`src/rtl/ddrmon_pkg.sv`:
```
package ddrmon_pkg;

  typedef enum logic [3:0] {
    CMD_NOP  = 4'd0,
    CMD_ACT  = 4'd1,
    CMD_RD   = 4'd2,
    CMD_WR   = 4'd3,
    CMD_BST  = 4'd4,
    CMD_PRE  = 4'd5,
    CMD_AREF = 4'd6,
    CMD_SREF = 4'd7,
    CMD_LMR  = 4'd8
  } cmd_e;

  typedef struct packed {
    logic mr_bad;
    logic bst_bad;
    logic cke_bad;
  } err_t;

endpackage

```
`src/rtl/ddrmon_cmd_decode.sv`:
```
module ddrmon_cmd_decode
  import ddrmon_pkg::*;
(
  input  logic cs_n,
  input  logic ras_n,
  input  logic cas_n,
  input  logic we_n,
  input  logic cke,
  input  logic in_sr,
  output cmd_e cmd
);

  always_comb begin
    cmd = CMD_NOP;
    if (!in_sr && !cs_n) begin
      case ({ras_n, cas_n, we_n})
        3'b011:  cmd = CMD_ACT;
        3'b101:  cmd = CMD_RD;
        3'b100:  cmd = CMD_WR;
        3'b110:  cmd = CMD_BST;
        3'b010:  cmd = CMD_PRE;
        3'b001:  cmd = cke ? CMD_AREF : CMD_SREF;
        3'b000:  cmd = CMD_LMR;
        default: cmd = CMD_NOP;
      endcase
    end
  end

endmodule

```
`src/rtl/ddrmon_mode_reg.sv`:
```
module ddrmon_mode_reg #(
  parameter int FIELD_W    = 3,
  parameter int MAX_CODE   = 3,
  parameter int RESET_CODE = 2,
  parameter int CNT_W      = 3
) (
  input  logic               clk,
  input  logic               rst,
  input  logic               load,
  input  logic [FIELD_W-1:0] code,
  output logic [CNT_W-1:0]   bl_cyc
);

  logic code_ok;
  assign code_ok = (code >= FIELD_W'(1)) && (code <= FIELD_W'(MAX_CODE));

  always_ff @(posedge clk) begin
    if (rst) begin
      bl_cyc <= CNT_W'(1) << (RESET_CODE - 1);
    end else if (load && code_ok) begin
      bl_cyc <= CNT_W'(1) << (code - FIELD_W'(1));
    end
  end

endmodule

```
`src/rtl/ddrmon_burst_track.sv`:
```
module ddrmon_burst_track #(
  parameter int BA_W  = 2,
  parameter int CNT_W = 3
) (
  input  logic            clk,
  input  logic            rst,
  input  logic            start,
  input  logic            start_wr,
  input  logic            start_ap,
  input  logic [BA_W-1:0] start_bank,
  input  logic            cut,
  input  logic            pre,
  input  logic            pre_all,
  input  logic [BA_W-1:0] pre_bank,
  input  logic [CNT_W-1:0] bl_cyc,
  output logic            rd_plain,
  output logic            wr_beat
);

  logic [CNT_W-1:0] left_q;
  logic             wr_q;
  logic             ap_q;
  logic [BA_W-1:0]  bank_q;
  logic             active;
  logic             pre_hit;

  assign active   = (left_q != '0);
  assign pre_hit  = pre && (pre_all || (pre_bank == bank_q));
  assign rd_plain = active && !wr_q && !ap_q;
  assign wr_beat  = active && wr_q;

  always_ff @(posedge clk) begin
    if (rst) begin
      left_q <= '0;
      wr_q   <= 1'b0;
      ap_q   <= 1'b0;
      bank_q <= '0;
    end else if (start) begin
      left_q <= bl_cyc;
      wr_q   <= start_wr;
      ap_q   <= start_ap;
      bank_q <= start_bank;
    end else if (cut || pre_hit) begin
      left_q <= '0;
    end else if (active) begin
      left_q <= left_q - CNT_W'(1);
    end
  end

endmodule

```
`src/rtl/ddr_cmd_monitor.sv`:
```
module ddr_cmd_monitor
  import ddrmon_pkg::*;
#(
  parameter int BA_W          = 2,
  parameter int ADDR_W        = 13,
  parameter int COL_W         = 10,
  parameter int AP_BIT        = 10,
  parameter int DM_W          = 2,
  parameter int BL_FIELD_W    = 3,
  parameter int MAX_BL_CODE   = 3,
  parameter int RESET_BL_CODE = 2,
  parameter int EXT_MR_SEL    = 2
) (
  input  logic              clk,
  input  logic              rst,
  input  logic              cs_n,
  input  logic              ras_n,
  input  logic              cas_n,
  input  logic              we_n,
  input  logic              cke,
  input  logic [BA_W-1:0]   ba,
  input  logic [ADDR_W-1:0] addr,
  input  logic [DM_W-1:0]   dm,
  output logic [3:0]        cmd_o,
  output logic [BA_W-1:0]   bank_o,
  output logic [ADDR_W-1:0] row_o,
  output logic [COL_W-1:0]  col_o,
  output logic              ap_o,
  output logic              all_bank_o,
  output logic              ext_mr_o,
  output logic [ADDR_W-1:0] opcode_o,
  output logic              err_o,
  output logic [2:0]        err_cause_o,
  output logic              wbeat_o,
  output logic [DM_W-1:0]   wmask_o
);

  localparam int MAX_CYC = 1 << (MAX_BL_CODE - 1);
  localparam int CNT_W   = $clog2(MAX_CYC + 1);

  cmd_e             cmd;
  logic             in_sr;
  logic             live;
  logic             is_rw;
  logic             mr_base;
  logic             mr_ext;
  logic             rd_plain;
  logic             wr_beat;
  logic [CNT_W-1:0] bl_cyc;
  err_t             err_n;
  logic [DM_W-1:0]  mask_n;

  ddrmon_cmd_decode u_dec (
    .cs_n  (cs_n),
    .ras_n (ras_n),
    .cas_n (cas_n),
    .we_n  (we_n),
    .cke   (cke),
    .in_sr (in_sr),
    .cmd   (cmd)
  );

  assign live    = !in_sr && cke;
  assign is_rw   = (cmd == CMD_RD) || (cmd == CMD_WR);
  assign mr_base = (ba == '0);
  assign mr_ext  = (ba == BA_W'(EXT_MR_SEL));

  ddrmon_mode_reg #(
    .FIELD_W    (BL_FIELD_W),
    .MAX_CODE   (MAX_BL_CODE),
    .RESET_CODE (RESET_BL_CODE),
    .CNT_W      (CNT_W)
  ) u_mode (
    .clk    (clk),
    .rst    (rst),
    .load   (live && (cmd == CMD_LMR) && mr_base),
    .code   (addr[BL_FIELD_W-1:0]),
    .bl_cyc (bl_cyc)
  );

  ddrmon_burst_track #(
    .BA_W  (BA_W),
    .CNT_W (CNT_W)
  ) u_burst (
    .clk        (clk),
    .rst        (rst),
    .start      (live && is_rw),
    .start_wr   (cmd == CMD_WR),
    .start_ap   (addr[AP_BIT]),
    .start_bank (ba),
    .cut        (live && (cmd == CMD_BST) && rd_plain),
    .pre        (live && (cmd == CMD_PRE)),
    .pre_all    (addr[AP_BIT]),
    .pre_bank   (ba),
    .bl_cyc     (bl_cyc),
    .rd_plain   (rd_plain),
    .wr_beat    (wr_beat)
  );

  // self-refresh residency: entered on the low-CKE refresh encoding,
  // left on the first sampled cycle with CKE high
  always_ff @(posedge clk) begin
    if (rst) begin
      in_sr <= 1'b0;
    end else if (in_sr) begin
      if (cke) in_sr <= 1'b0;
    end else if (cmd == CMD_SREF) begin
      in_sr <= 1'b1;
    end
  end

  always_comb begin
    err_n.cke_bad = !in_sr && !cke && (cmd != CMD_NOP) && (cmd != CMD_SREF);
    err_n.bst_bad = live && (cmd == CMD_BST) && !rd_plain;
    err_n.mr_bad  = live && (cmd == CMD_LMR) && !mr_base && !mr_ext;
  end

  for (genvar g = 0; g < DM_W; g++) begin : g_lane
    assign mask_n[g] = wr_beat & dm[g];
  end

  always_ff @(posedge clk) begin
    if (rst) begin
      cmd_o       <= '0;
      bank_o      <= '0;
      row_o       <= '0;
      col_o       <= '0;
      ap_o        <= 1'b0;
      all_bank_o  <= 1'b0;
      ext_mr_o    <= 1'b0;
      opcode_o    <= '0;
      err_o       <= 1'b0;
      err_cause_o <= '0;
      wbeat_o     <= 1'b0;
      wmask_o     <= '0;
    end else begin
      cmd_o       <= 4'(cmd);
      bank_o      <= (cmd == CMD_ACT || is_rw ||
                      (cmd == CMD_PRE && !addr[AP_BIT])) ? ba : '0;
      row_o       <= (cmd == CMD_ACT) ? addr : '0;
      col_o       <= is_rw ? addr[COL_W-1:0] : '0;
      ap_o        <= is_rw && addr[AP_BIT];
      all_bank_o  <= (cmd == CMD_PRE) && addr[AP_BIT];
      ext_mr_o    <= (cmd == CMD_LMR) && mr_ext;
      opcode_o    <= (cmd == CMD_LMR) ? addr : '0;
      err_o       <= err_n.cke_bad || err_n.bst_bad || err_n.mr_bad;
      err_cause_o <= err_n;
      wbeat_o     <= wr_beat;
      wmask_o     <= mask_n;
    end
  end

endmodule

```
`config.mk`:
```
export PLATFORM = sky130hd
export DESIGN_NAME = ddr_cmd_monitor
export DESIGN_NICKNAME = d
export VERILOG_FILES = /design/src/rtl/ddrmon_pkg.sv /design/src/rtl/ddrmon_cmd_decode.sv /design/src/rtl/ddrmon_mode_reg.sv /design/src/rtl/ddrmon_burst_track.sv /design/src/rtl/ddr_cmd_monitor.sv
export SDC_FILE = /design/constraint.sdc
export NUM_CORES = 1
export LEC_CHECK = 0
export ABC_AREA = 1
export ABC_CLOCK_PERIOD_IN_PS = 1700
export CAP_MARGIN = 10
export CORE_ASPECT_RATIO = 0.7
export CORE_MARGIN = 2
export CORE_UTILIZATION = 44
export DETAILED_ROUTE_END_ITERATION = 7
export PLACE_DENSITY = 0.79
export REMOVE_ABC_BUFFERS = 1
export SYNTH_ARGS = -nofsm -noshare
export SYNTH_HDL_FRONTEND = slang
export SYNTH_SLANG_ARGS = --single-unit
```
`constraint.sdc`:
```
create_clock -name clk -period 1.7 [get_ports clk]
set_input_delay 0.17 -clock clk [delete_from_list [all_inputs] [get_ports clk]]
set_output_delay 0.17 -clock clk [all_outputs]
set_load 0.05 [all_outputs]
```
Word level (Yosys, flattened, before mapping)
Index checks and enable logic that the tools add are counted.
W data, S select, Z words.
Operators by class
  $add $sub $neg: 2
  magnitude comparators: 2
  equal/unequal tests: 16
  shift operators: 1
  muxes and demuxes: 9
  bitwise logic cells: 6
  reductions and logical operators: 49
Operators with widths (count)
  $pmux W4 S7: 1
  $logic_and A1 B1 Y1: 24
  $eq A4 B3 Y1 const B: 3
  $eq A3 B3 Y1 const B: 3
  $logic_not A1 Y1: 9
  $mux W3: 3
  $eq A4 B2 Y1 const B: 2
  $reduce_or A2 Y1: 4
  $logic_or A1 B1 Y1: 7
  $eq A3 B2 Y1 const B: 2
  $reduce_bool A3 Y1: 2
  $sub A3 B1 Y3 const B: 2
  $eq A4 B1 Y1 const B: 1
  $eq A4 B4 Y1 const B: 1
  $mux W1: 4
  $mux W4: 1
  $ne A4 B3 Y1 const B: 1
  $not A1 Y1: 4
  $reduce_bool A4 Y1: 1
  $eq A3 B1 Y1 const B: 1
  $ge A3 B1 Y1 const B: 1
  $le A3 B2 Y1 const B: 1
  $logic_not A3 Y1: 1
  $shl A1 B3 Y3 const A: 1
  4 further kinds: 5
Word-level totals
  bits in registers: 63
  input port bits: 24
  output and inout bits: 52
  logic and storage cells: 103

Logic depth before layout (Yosys ltp)
Gate-level depths: netlist of run 1.
  word-level depth: 9
  gate-level depth with buffers: 10
  mapped depth without buffers: 10

By module
Synthesis of run 1 repeated with hierarchy kept, for this count alone.
Second synthesis, totals
  cell total of the unflattened synthesis: 274
  area, all modules: 2318.5 um2
By module, submodules not included
  ddr_cmd_monitor: times used 1, cells each 171, area each 1665.3 um2, sequential area each 1061.0 um2
  ddrmon_burst_track: times used 1, cells each 65, area each 427.9 um2, sequential area each 140.1 um2
  ddrmon_mode_reg: times used 1, cells each 21, area each 152.6 um2, sequential area each 60.1 um2
  ddrmon_cmd_decode: times used 1, cells each 17, area each 72.6 um2, sequential area each 0.0 um2

Least setup slack after synthesis of run 1
OpenSTA, ideal clock, no wires.
  kind: reg2reg
  from: register u_burst.left_q[0]
  to: register u_burst.left_q[0]
  data arrival time: 1.202 ns
  data required time: 1.589 ns
  slack: 0.387 ns
  stages on the path, launching flop included: 11
  clock period less this slack: 1.313 ns
  cell sequence: dfxtp_1 > inv_1 > ha_1 > inv_1 > nor2_1 > nor3_1 > nand2_1 > nand2_1 > nor2_1 > nor2_1 > nor2_1
Between the ends
  cells in the longest elaborated chain, start to end: 7
RTL lines
  start, declared: line ddrmon_burst_track.sv:20  | logic [CNT_W-1:0] left_q;
  start signal, assigned: line ddrmon_burst_track.sv:39  | left_q <= bl_cyc;
  start signal, assigned: line ddrmon_burst_track.sv:46  | left_q <= left_q - CNT_W'(1);
  parallel branches: the longest is 7 deep, another holds $sub A3 B1 Y3
Several ways; the timed one is not identified. The select of a mux whose other input is x is not followed.
A chain may end at the register's enable or synchronous reset.

Final worst setup path of run 1
  from: register opcode_o[2]
  to: output port opcode_o[2]
RTL lines
  start, declared: line ddr_cmd_monitor.sv:31  | output logic [ADDR_W-1:0] opcode_o,
  start signal, assigned: line ddr_cmd_monitor.sv:145  | opcode_o <= (cmd == CMD_LMR) ? addr : '0;
No word-level cell between the ends.

==> results of run 1 <==
-- power breakdown --
group | switching [mW] | internal (mW) | total, mW | leakage, nW
Clock | 0.539 | 0.820 | 1.36 | 0.102
Sequential | 0.0255 | 1.53 | 1.56 | 0.510
Combinational | 0.345 | 0.238 | 0.583 | 0.813
-- worst paths after layout --
path                     startpoint                end  slack (ns)
setup reg to reg  u_burst.left_q[0]  u_burst.left_q[0]        0.12
setup / recovery        opcode_o[2]        opcode_o[2]        0.08
hold reg to reg    u_mode.bl_cyc[1]   u_mode.bl_cyc[1]        0.49
hold / removal                dm[1]         wmask_o[1]        0.36
-- area by class of cell --
class	count	area, µm²
Clock inverter	6	85.1
Clock buffer	10	128
Multi-Input combinational cell	142	684
Fill cell	376	1540
Inverter	42	158
Sequential cell	63	1260
Timing Repair Buffer	84	818
Tap cell	69	86.3
-- flip-flops by register name (all words and copies together) (netlist names), 2 cells and up --
signal,flops
u_burst.bank_q,2
wmask_o,2
cmd_o,4
opcode_o,13
bank_o,2
u_mode.bl_cyc,3
col_o,10
err_cause_o,3
u_burst.left_q,3
row_o,13
-- cell families after synthesis --
group	count (synthesis)	synth area share [%]
flops	63	58.6
xor+xnor	1	0.407
buf+inv	48	9.54
compound gates	24	6.17
fa+ha+maj	2	1.16
simple gates	115	24.1
-- synthesized netlist by cell type (all sizes together) --
master and instances:
a21oi 7, xnor2 1, o211ai 2, or2 2, nand3 11, a31oi 1, ha 2, buf 6
dfxtp 63, nand4 6, nor2 66, a2111oi 1, o21ai 12, inv 42, nand2 26, a211oi 1
nor3 4
-- cell usage in the layout (no fill, tap or decap), types with 3 or more instances in the layout --
| cell | n |
|---|---|
| nor2_1 | 61 |
| nor3_1 | 4 |
| dfxtp_1 | 63 |
| nand3_1 | 10 |
| buf_4 | 9 |
| nor2_4 | 4 |
| clkdlybuf4s50_1 | 75 |
| clkbuf_8 | 9 |
| inv_2 | 3 |
| inv_1 | 39 |
| nand4_1 | 6 |
| a21oi_1 | 7 |
| o21ai_0 | 11 |
| nand2_1 | 24 |
-- worst min-delay path: stages --
cell and delay, ns:
clkdlybuf4s50_1 0.40, inv_1 0.05, nor2_1 0.03
-- per-layer routing --
metal	vias to the layer above	global-route usage, %	routed length [µm]
met5	-	0	0
met4	0	8.08	41
met3	5	6.08	247
met2	48	29.7	2280
met1	805	23.3	2200
li1	960	-	-
-- metrics by stage --
| stage | cells | hold WS, ns | area [µm²] | power [mW] | setup TNS (ns) |
|---|---|---|---|---|---|
| 6_report | 416 | 0.363 | 3220 | 3.50 | 0 |
| 2_1_floorplan | 247 | 0.239 | 2100 | 1.98 | 0 |
| 4_1_cts | 415 | 0.349 | 3210 | 3.52 | 0 |
| 5_1_grt | 416 | 0.386 | 3220 | 3.68 | -0.0227 |
| 3_5_place_dp | 399 | 0.474 | 3000 | 2.17 | -0.00694 |
| 3_3_place_gp | 399 | 0.464 | 3000 | 2.15 | 0 |
==> impl_metrics.csv, run 1 <==
group,metric,value,unit
logic_synthesis,synthesis.area,2150,µm²
cts,path_clk_slew,0.07,ns
logic_synthesis,seq_area_frac_synth,58.6,%
logic_synthesis,netlist_instances,253,
cts,cts_root_buf,"clkbuf_8",
critical_path,cp_num_cells,1,
critical_path,slowest_stage,"clkdlybuf4s50_1",
critical_path,critPathBufInv,1,
layout,drive_gt1_share,10.7,%
layout,area_growth,49.7,%
sta,slew_headroom,65.1,%
floorplanning,die_area,5470,µm²
sta,fin_crit,1.62,ns
critical_path,crit_type,"flop to primary output",
layout,final_nets,368,
route,firstDrtPassIters,5,
route,route.detailed.drc,0,
global_route,antenna_found_initial,0,
route,wire_per_inst,11.5,µm
run_status,status,"finished clean",
worst_hold_path,hold_depth,3,
cts,cts-resized-gates,0,
global_route,gr-total-overflow,0,
sta,final_hold_viol_count,0,
route,routed_wl,4770,µm
cts,cts_buffers,9,
pwr,leakage,1.43,nW
cts,clk_latency,0.33,ns
critical_path,worstSetupEndpointType,"primary output",
cts,cts_sinks,63,
logic_synthesis,yosys_warnings,0,
global_route,grt_pass1_wl,7780,µm
sta,setup_ws,0.0757,ns
logic_synthesis,synth_area_leaders,"dfxtp_1 (59%), nor2_1 (11%), inv_1 (6.8%), nand2_1 (4.2%), o21ai_0 (2.6%)",
global_route,grt_pass1_vias,1681,
cts,cts_tree,"built",
floorplanning,coreArea,4760,µm²
logic_synthesis,synth_top_area_cell,"dfxtp_1",
logic_synthesis,synth.distinct_cells,26,
cts,clockBufferDepth,2,
pwr,powerDensity,1090,nW/µm²
floorplanning,rows,21,
sta,setup-violations-final,0,
placed_design,io_buffers,75,
cts,hold_buffers,0,
logic_synthesis,syn_avg_cell_area,8.50,µm²
worst_hold_path,min_path_type,"input port to flop",
critical_path,worstPathRequired,1.53,ns
critical_path,reg2reg_depth,10,
sta,finClkSkew,0.00502,ns
cts,cts.htree.levels,3,
critical_path,cp-start-kind,"flop",
layout,fin_util,67.7,%
sta,tightestPinTransition,0.521,ns
flow_run,drv_cap,0,
cts,cts_setup_buffers,0,
global_route,track_usage,18.8,%
pwr,ir_drop,0.000654,V
floorplanning,fp.dieH,62.5,µm
floorplanning,start_util,45.2,%
placed_design,pre_cts_ws,-0.00374,ns
critical_path,crit_path_max_fanout,1,
logic_synthesis,synth_top_area_share,58.6,%
floorplanning,pin_count,76,
sta,maxSlewViolCount,0,
critical_path,slowest_delay,0.80,ns
route,vias,1818,
sta,fmax,616,MHz
floorplanning,chipWidth,87.6,µm
logic_synthesis,synth_seq_cells,63,
placed_design,gp_congestion,0.860,
global_route,grt_max_degree,14,
route,vias_per_cell,4.37,
sta,period_share,95.5,%
route,drt_iter0_markers,101,
route,antenna_left,0,
placed_design,hpwl,3520,µm
critical_path,cp.arrival,1.45,ns
critical_path,critPathTopFamily,"buffers and inverters",
layout,n_antenna_cell,0,
critical_path,cp_cell_sequence,"clkdlybuf4s50_1",
Note: power is estimated with default switching activity, not from simulation.
==> run 2: changes to the inputs <==
--- a/config.mk
+++ b/config.mk
@@ -10,10 +10,12 @@
 export CAP_MARGIN = 10
 export CORE_ASPECT_RATIO = 0.7
 export CORE_MARGIN = 2
-export CORE_UTILIZATION = 44
+export CORE_UTILIZATION = 45
 export DETAILED_ROUTE_END_ITERATION = 7
 export PLACE_DENSITY = 0.79
 export REMOVE_ABC_BUFFERS = 1
+export SLEW_MARGIN = 30
 export SYNTH_ARGS = -nofsm -noshare
 export SYNTH_HDL_FRONTEND = slang
+export SYNTH_HIERARCHICAL = 1
 export SYNTH_SLANG_ARGS = --single-unit
==> run 2 against run 1 <==
Combinational power is 51% higher. Sequential power hardly changed. Cell count is 9.1% higher. Core utilization is 8.5 points higher. Clock power is 13% higher. Routed wire length is 21% higher. Power is 14% higher. Die area is 5.1% higher. Non-clock buffer count is 16 higher. Setup slack worse by 0.046 ns. Global-route usage is 1.7 points higher. Critical path type unchanged. Critical endpoint is now cmd_o[0].
==> impl_metrics.csv, run 2 <==
group,metric,value,unit
logic_synthesis,syn_avg_cell_area,8.46,µm²
global_route,met2_usage,33.4,%
floorplanning,die_area,5750,µm²
worst_hold_path,hold_depth,3,
logic_synthesis,yosysMostFrequentCell,"dfxtp_1",
global_route,grt_pass1_wl,9160,µm
run_status,status,"finished clean",
critical_path,cp-start-kind,"flop",
route,vias,2011,
placed_design,io_buffers,75,
floorplanning,start_util,47.7,%
pwr,leakage,1.65,nW
logic_synthesis,synth_seq_cells,63,
route,antenna_left,0,
sta,final_hold_viol_count,0,
global_route,track_usage,20.5,%
sta,maxSlewViolCount,0,
sta,rsz0062_at_grt,"true",
global_route,met3_usage,7.08,%
placed_design,hpwl,3950,µm
cts,cts.htree.levels,3,
route,firstDrtPassIters,4,
critical_path,cp_cell_sequence,"clkdlybuf4s50_1",
floorplanning,chipWidth,89.8,µm
critical_path,worstSetupEndpointType,"primary output",
critical_path,slowest_stage,"clkdlybuf4s50_1",
floorplanning,rows,21,
critical_path,cp_num_cells,1,
layout,final_nets,407,
sta,setup-violations-final,0,
global_route,antenna_found_initial,0,
logic_synthesis,synth_top_area_share,54.4,%
route,routed_wl,5750,µm
sta,timing.hold.ws,0.367,ns
sta,tightestPinTransition,0.525,ns
route,drt_iter0_markers,63,
floorplanning,coreArea,4860,µm²
global_route,use_met1,25.4,%
logic_synthesis,synthTopCellsByCount,"dfxtp_1 (63), inv_1 (47), nand2_1 (41), nor2_1 (38), nor2_2 (26)",
layout,stdcell_area,3700,µm²
cts,clk_latency,0.33,ns
layout,drive_gt1_share,30.1,%
global_route,grt_pass1_vias,1941,
sta,finClkSkew,0.00900,ns
logic_synthesis,synth_edf_count,0,
global_route,grt_max_degree,14,
cts,clockBufferDepth,2,
route,wire_per_inst,12.7,µm
critical_path,crit_path_max_fanout,1,
route,vias_per_cell,4.43,
logic_synthesis,synthesis.area,2320,µm²
logic_synthesis,synth_area_leaders,"dfxtp_1 (54%), inv_1 (7.6%), nor2_2 (7.0%), nand2_1 (6.6%), nor2_1 (6.2%)",
logic_synthesis,synth_flop_cell,"dfxtp_1",
global_route,grt-busiest-layer,"met2",
critical_path,critPathTopFamily,"buffers and inverters",
worst_hold_path,min_path_type,"input port to flop",
cts,cts_sinks,63,
placed_design,place_area,3320,µm²
logic_synthesis,yosys_warnings,6,
global_route,gr-total-overflow,0,
layout,area_growth,59.7,%
logic_synthesis,netlist_instances,274,
cts,cts_root_buf,"clkbuf_8",
layout,n_antenna_cell,0,
critical_path,crit_type,"flop to primary output",
sta,slew_headroom,64.9,%
layout,layout_commonest_cell,"clkdlybuf4s50_1",
sta,period_share,98.3,%
logic_synthesis,synth.distinct_cells,24,
cts,hold_buffers,0,
layout,fin_util,76.2,%
layout,nFillCells,348,
critical_path,cp.arrival,1.50,ns
pwr,powerDensity,1080,nW/µm²
logic_synthesis,synth-async-reset-ratio,0,%
logic_synthesis,synth_top_area_cell,"dfxtp_1",
layout,instances_no_fill,454,
critical_path,critPathBufInv,1,
sta,setup_ws,0.0293,ns
critical_path,slowest_delay,0.82,ns
sta,fin_crit,1.67,ns
cts,path_clk_slew,0.07,ns
critical_path,worstPathRequired,1.53,ns
layout,top_regs,"opcode_o: 13 flops, row_o: 13 flops, col_o: 10 flops",
route,route.detailed.drc,0,
logic_synthesis,seq_area_frac_synth,54.4,%
floorplanning,fp.dieH,64.1,µm
critical_path,reg2reg_depth,12,
floorplanning,pin_count,76,
sta,tns,0,ns
cts,cts_tree,"built",
placed_design,pre_cts_ws,-0.477,ns
layout,layout_common_cells,"clkdlybuf4s50_1 (72), dfxtp_1 (61), inv_1 (41), nand2_1 (35), nor2_2 (31)",
pwr,ir_drop,0.000832,V
sta,fmax,599,MHz
placed_design,gp_congestion,0.801,
cts,cts_buffers,9,
placed_design,placed_cells,438,
pwr,power,4.01,mW
flow_run,drv_cap,0,
run 2: cell count changes after synthesis, moves of 2 or more:
cell | previous run | this run
nand2_2 | 1 | 3
nor2_1 | 61 | 38
o21ai_0 | 11 | 8
nand2_1 | 24 | 41
nand4_1 | 6 | 3
buf_2 | 2 | 0
nor3_1 | 4 | 6
inv_1 | 39 | 47
o211ai_1 | 2 | 0
nor2_2 | 1 | 26
or2_2 | 2 | 0
nor2_8 | 0 | 2
run 2: repair_timing:
item / in CTS / in global routing
endpoints found under the setup margin: 6 / 19
gates resized for setup: 6 / 45
setup buffers: 0 / 1
endpoints found under the hold margin: 0 / 0
pin swaps: 1 / 10
run 2: worst paths after layout:
path                            slack (ns)          endpoint             start
worst max-delay path                  0.03          cmd_o[0]          cmd_o[0]
worst min-delay path                  0.37        wmask_o[1]             dm[1]
worst max register to register        0.07  u_mode/bl_cyc[0]             in_sr
worst min register to register        0.47  u_mode/bl_cyc[1]  u_mode/bl_cyc[1]
run 2: cells by family (layout without fill, tap and decap cells):
family,after synthesis,after routing,share of synthesized area [%]
AOI/OAI and AO/OA,18,18,4.26
xor gates and xnor gates,1,1,0.378
adders and majority gates,2,2,1.08
buffers and inverters,54,165,9.88
DFF,63,63,54.4
and+or+nand+nor,136,136,30.0
run 2: layout make-up:
class / instances / area, µm² / area share [%]
clock buffers: 9 / 124 / 3.34
clock inverters: 6 / 110 / 2.97
inverters: 50 / 188 / 5.07
multi-input cells: 157 / 961 / 25.9
flip-flops and latches: 63 / 1260 / 34.1
well taps: 69 / 86.3 / 2.33
repair buffers: 100 / 971 / 26.2
run 2: report_power, final:
group	leakage [nW]	total, mW	switching, mW	internal, mW
registers	0.511	1.58	0.0369	1.55
clock network	0.111	1.54	0.580	0.963
logic	1.03	0.881	0.521	0.360
run 2: layer usage:
layer	routed length [µm]	part of all wire, %
met1	2550	44
met2	2800	49
met3	315	5.5
met4	76	1.3
met5	0	0
==> run 3: changes to the inputs <==
--- a/config.mk
+++ b/config.mk
@@ -8,7 +8,7 @@
 export ABC_AREA = 1
 export ABC_CLOCK_PERIOD_IN_PS = 1700
 export CAP_MARGIN = 10
-export CORE_ASPECT_RATIO = 0.7
+export CORE_ASPECT_RATIO = 0.6
 export CORE_MARGIN = 2
 export CORE_UTILIZATION = 45
 export DETAILED_ROUTE_END_ITERATION = 7
==> run 3 against run 2 <==
Register-to-register slack got worse by 0.10 ns. Sequential share of layout area rose by 0.65 points. Critical path type is now flop to flop. Largest cell class unchanged. The run now ends with negative setup slack left. Clock-buffer cell count rose by 3.
==> impl_metrics.csv, run 3 (synthesis results as in run 2) <==
group,metric,value,unit
pwr,power,3.67,mW
route,drt_iter0_markers,90,
flow_run,drv_cap,0,
cts,clockBufferDepth,2,
global_route,antenna_found_initial,0,
critical_path,crit_top_cell,"nor2_4",
layout,drive_gt1_share,28.1,%
critical_path,worstPathRequired,1.94,ns
cts,cts_sinks,63,
run_status,violations,"negative setup slack",
route,route.detailed.drc,0,
sta,rsz0062_at_grt,"true",
placed_design,gp_congestion,0.866,
run_status,status,"finished with violations",
sta,timing.hold.ws,0.355,ns
sta,finClkSkew,0.0116,ns
critical_path,crit_path_max_fanout,3,
global_route,gr-total-overflow,0,
critical_path,critPathTopFamily,"simple AND/OR/NAND/NOR gates",
placed_design,pre_cts_ws,-0.488,ns
critical_path,crit_type,"flop to flop",
critical_path,slowest_stage,"dfxtp_2",
global_route,grt-busiest-layer,"met2",
critical_path,worstSetupEndpointType,"flop",
layout,layout_common_cells,"clkdlybuf4s50_1 (68), dfxtp_1 (62), inv_1 (44), nand2_1 (34), nor2_2 (30)",
critical_path,cp_cell_sequence,"nor2_4, inv_2, nor2_4, nand2_4, nor2_8, nand2_4, nor3_4, inv_2, nor2_4, nand2_2, nand2_2, a21oi_2",
global_route,met2_usage,28.7,%
pwr,ir_drop,0.000704,V
layout,area_growth,56.6,%
cts,hold_buffers,0,
sta,maxSlewViolCount,0,
layout,fin_util,72.6,%
global_route,grt_pass1_vias,1816,
layout,instances_no_fill,450,
route,antenna_left,0,
global_route,track_usage,19.7,%
worst_hold_path,min_path_type,"input port to flop",
floorplanning,chipWidth,96.7,µm
sta,period_share,102,%
floorplanning,start_util,46.3,%
placed_design,hpwl,3950,µm
sta,slew_headroom,63.2,%
route,vias_per_cell,4.48,
floorplanning,coreArea,5000,µm²
floorplanning,fp.dieH,59.6,µm
sta,setup-violations-final,3,
sta,tightestPinTransition,0.550,ns
route,vias,2018,
cts,path_clk_slew,0.07,ns
critical_path,critPathBufInv,2,
layout,final_nets,405,
floorplanning,rows,20,
cts,cts_root_buf,"clkbuf_8",
sta,fmax,578,MHz
floorplanning,die_area,5760,µm²
cts,clk_latency,0.35,ns
pwr,leakage,1.67,nW
floorplanning,pin_count,76,
critical_path,cp.arrival,1.97,ns
sta,setup_ws,-0.0297,ns
sta,fin_crit,1.73,ns
sta,final_hold_viol_count,0,
layout,layout_commonest_cell,"clkdlybuf4s50_1",
critical_path,slowest_delay,0.34,ns
cts,cts_buffers,9,
global_route,met3_usage,13.6,%
global_route,use_met1,23.9,%
layout,n_antenna_cell,0,
route,firstDrtPassIters,4,
global_route,grt_pass1_wl,8490,µm
placed_design,io_buffers,75,
critical_path,cp-start-kind,"flop",
route,wire_per_inst,12.6,µm
cts,cts_tree,"built",
layout,top_regs,"opcode_o: 13 flops, row_o: 13 flops, col_o: 10 flops",
pwr,powerDensity,1010,nW/µm²
route,routed_wl,5660,µm
global_route,grt_max_degree,17,
placed_design,placed_cells,433,
cts,cts.htree.levels,3,
[run 3: layout make-up]
cell class | instances | area [µm²]
multi-input cells | 157 | 943
flip-flops and latches | 63 | 1260
inverters | 50 | 188
clock inverters | 4 | 45.0
well taps | 66 | 82.6
repair buffers | 98 | 965
fillers | 381 | 1370
clock buffers | 12 | 145
[run 3: path summary, 6_finish.rpt]
check / cells past startpoint / to / slack, ns / startpoint
worst max-delay path: 12 / u_mode/bl_cyc[2] / -0.03 / in_sr
worst min-delay path: 3 / wmask_o[0] / 0.35 / dm[0]
worst max register to register: 12 / u_mode/bl_cyc[2] / -0.03 / in_sr
worst min register to register: 2 / u_mode/bl_cyc[1] / 0.45 / u_mode/bl_cyc[1]
[run 3: worst min-delay path, stage by stage]
cell             delay [ns]
clkdlybuf4s50_1        0.39
nand2_1                0.05
nor2_1                 0.03
[run 3: report_power, final]
group	total, mW	switching, mW	leakage (nW)	internal (mW)
sequential	1.58	0.0349	0.511	1.54
combinational	0.829	0.488	1.06	0.342
clock	1.26	0.549	0.100	0.710
[run 3: layer usage]
metal | vias up | part of all wire [%]
met5 | - | 0
met4 | 0 | 1.5
met3 | 8 | 10
met2 | 67 | 43
met1 | 908 | 46
li1 | 1035 | -
[run 3: metrics by stage]
step	instance area, µm²	setup TNS (ns)
floorplan	2280	-2.29
global placement	3310	-11.02
detailed placement	3310	-14.57
CTS	3530	0
global route	3630	-0.477
finish	3630	-0.0518
[run 3: repair_timing]
item,4_1_cts,5_1_grt
pin swaps,3,20
endpoints found under the setup margin,10,10
setup buffers,0,1
gates resized for setup,14,31
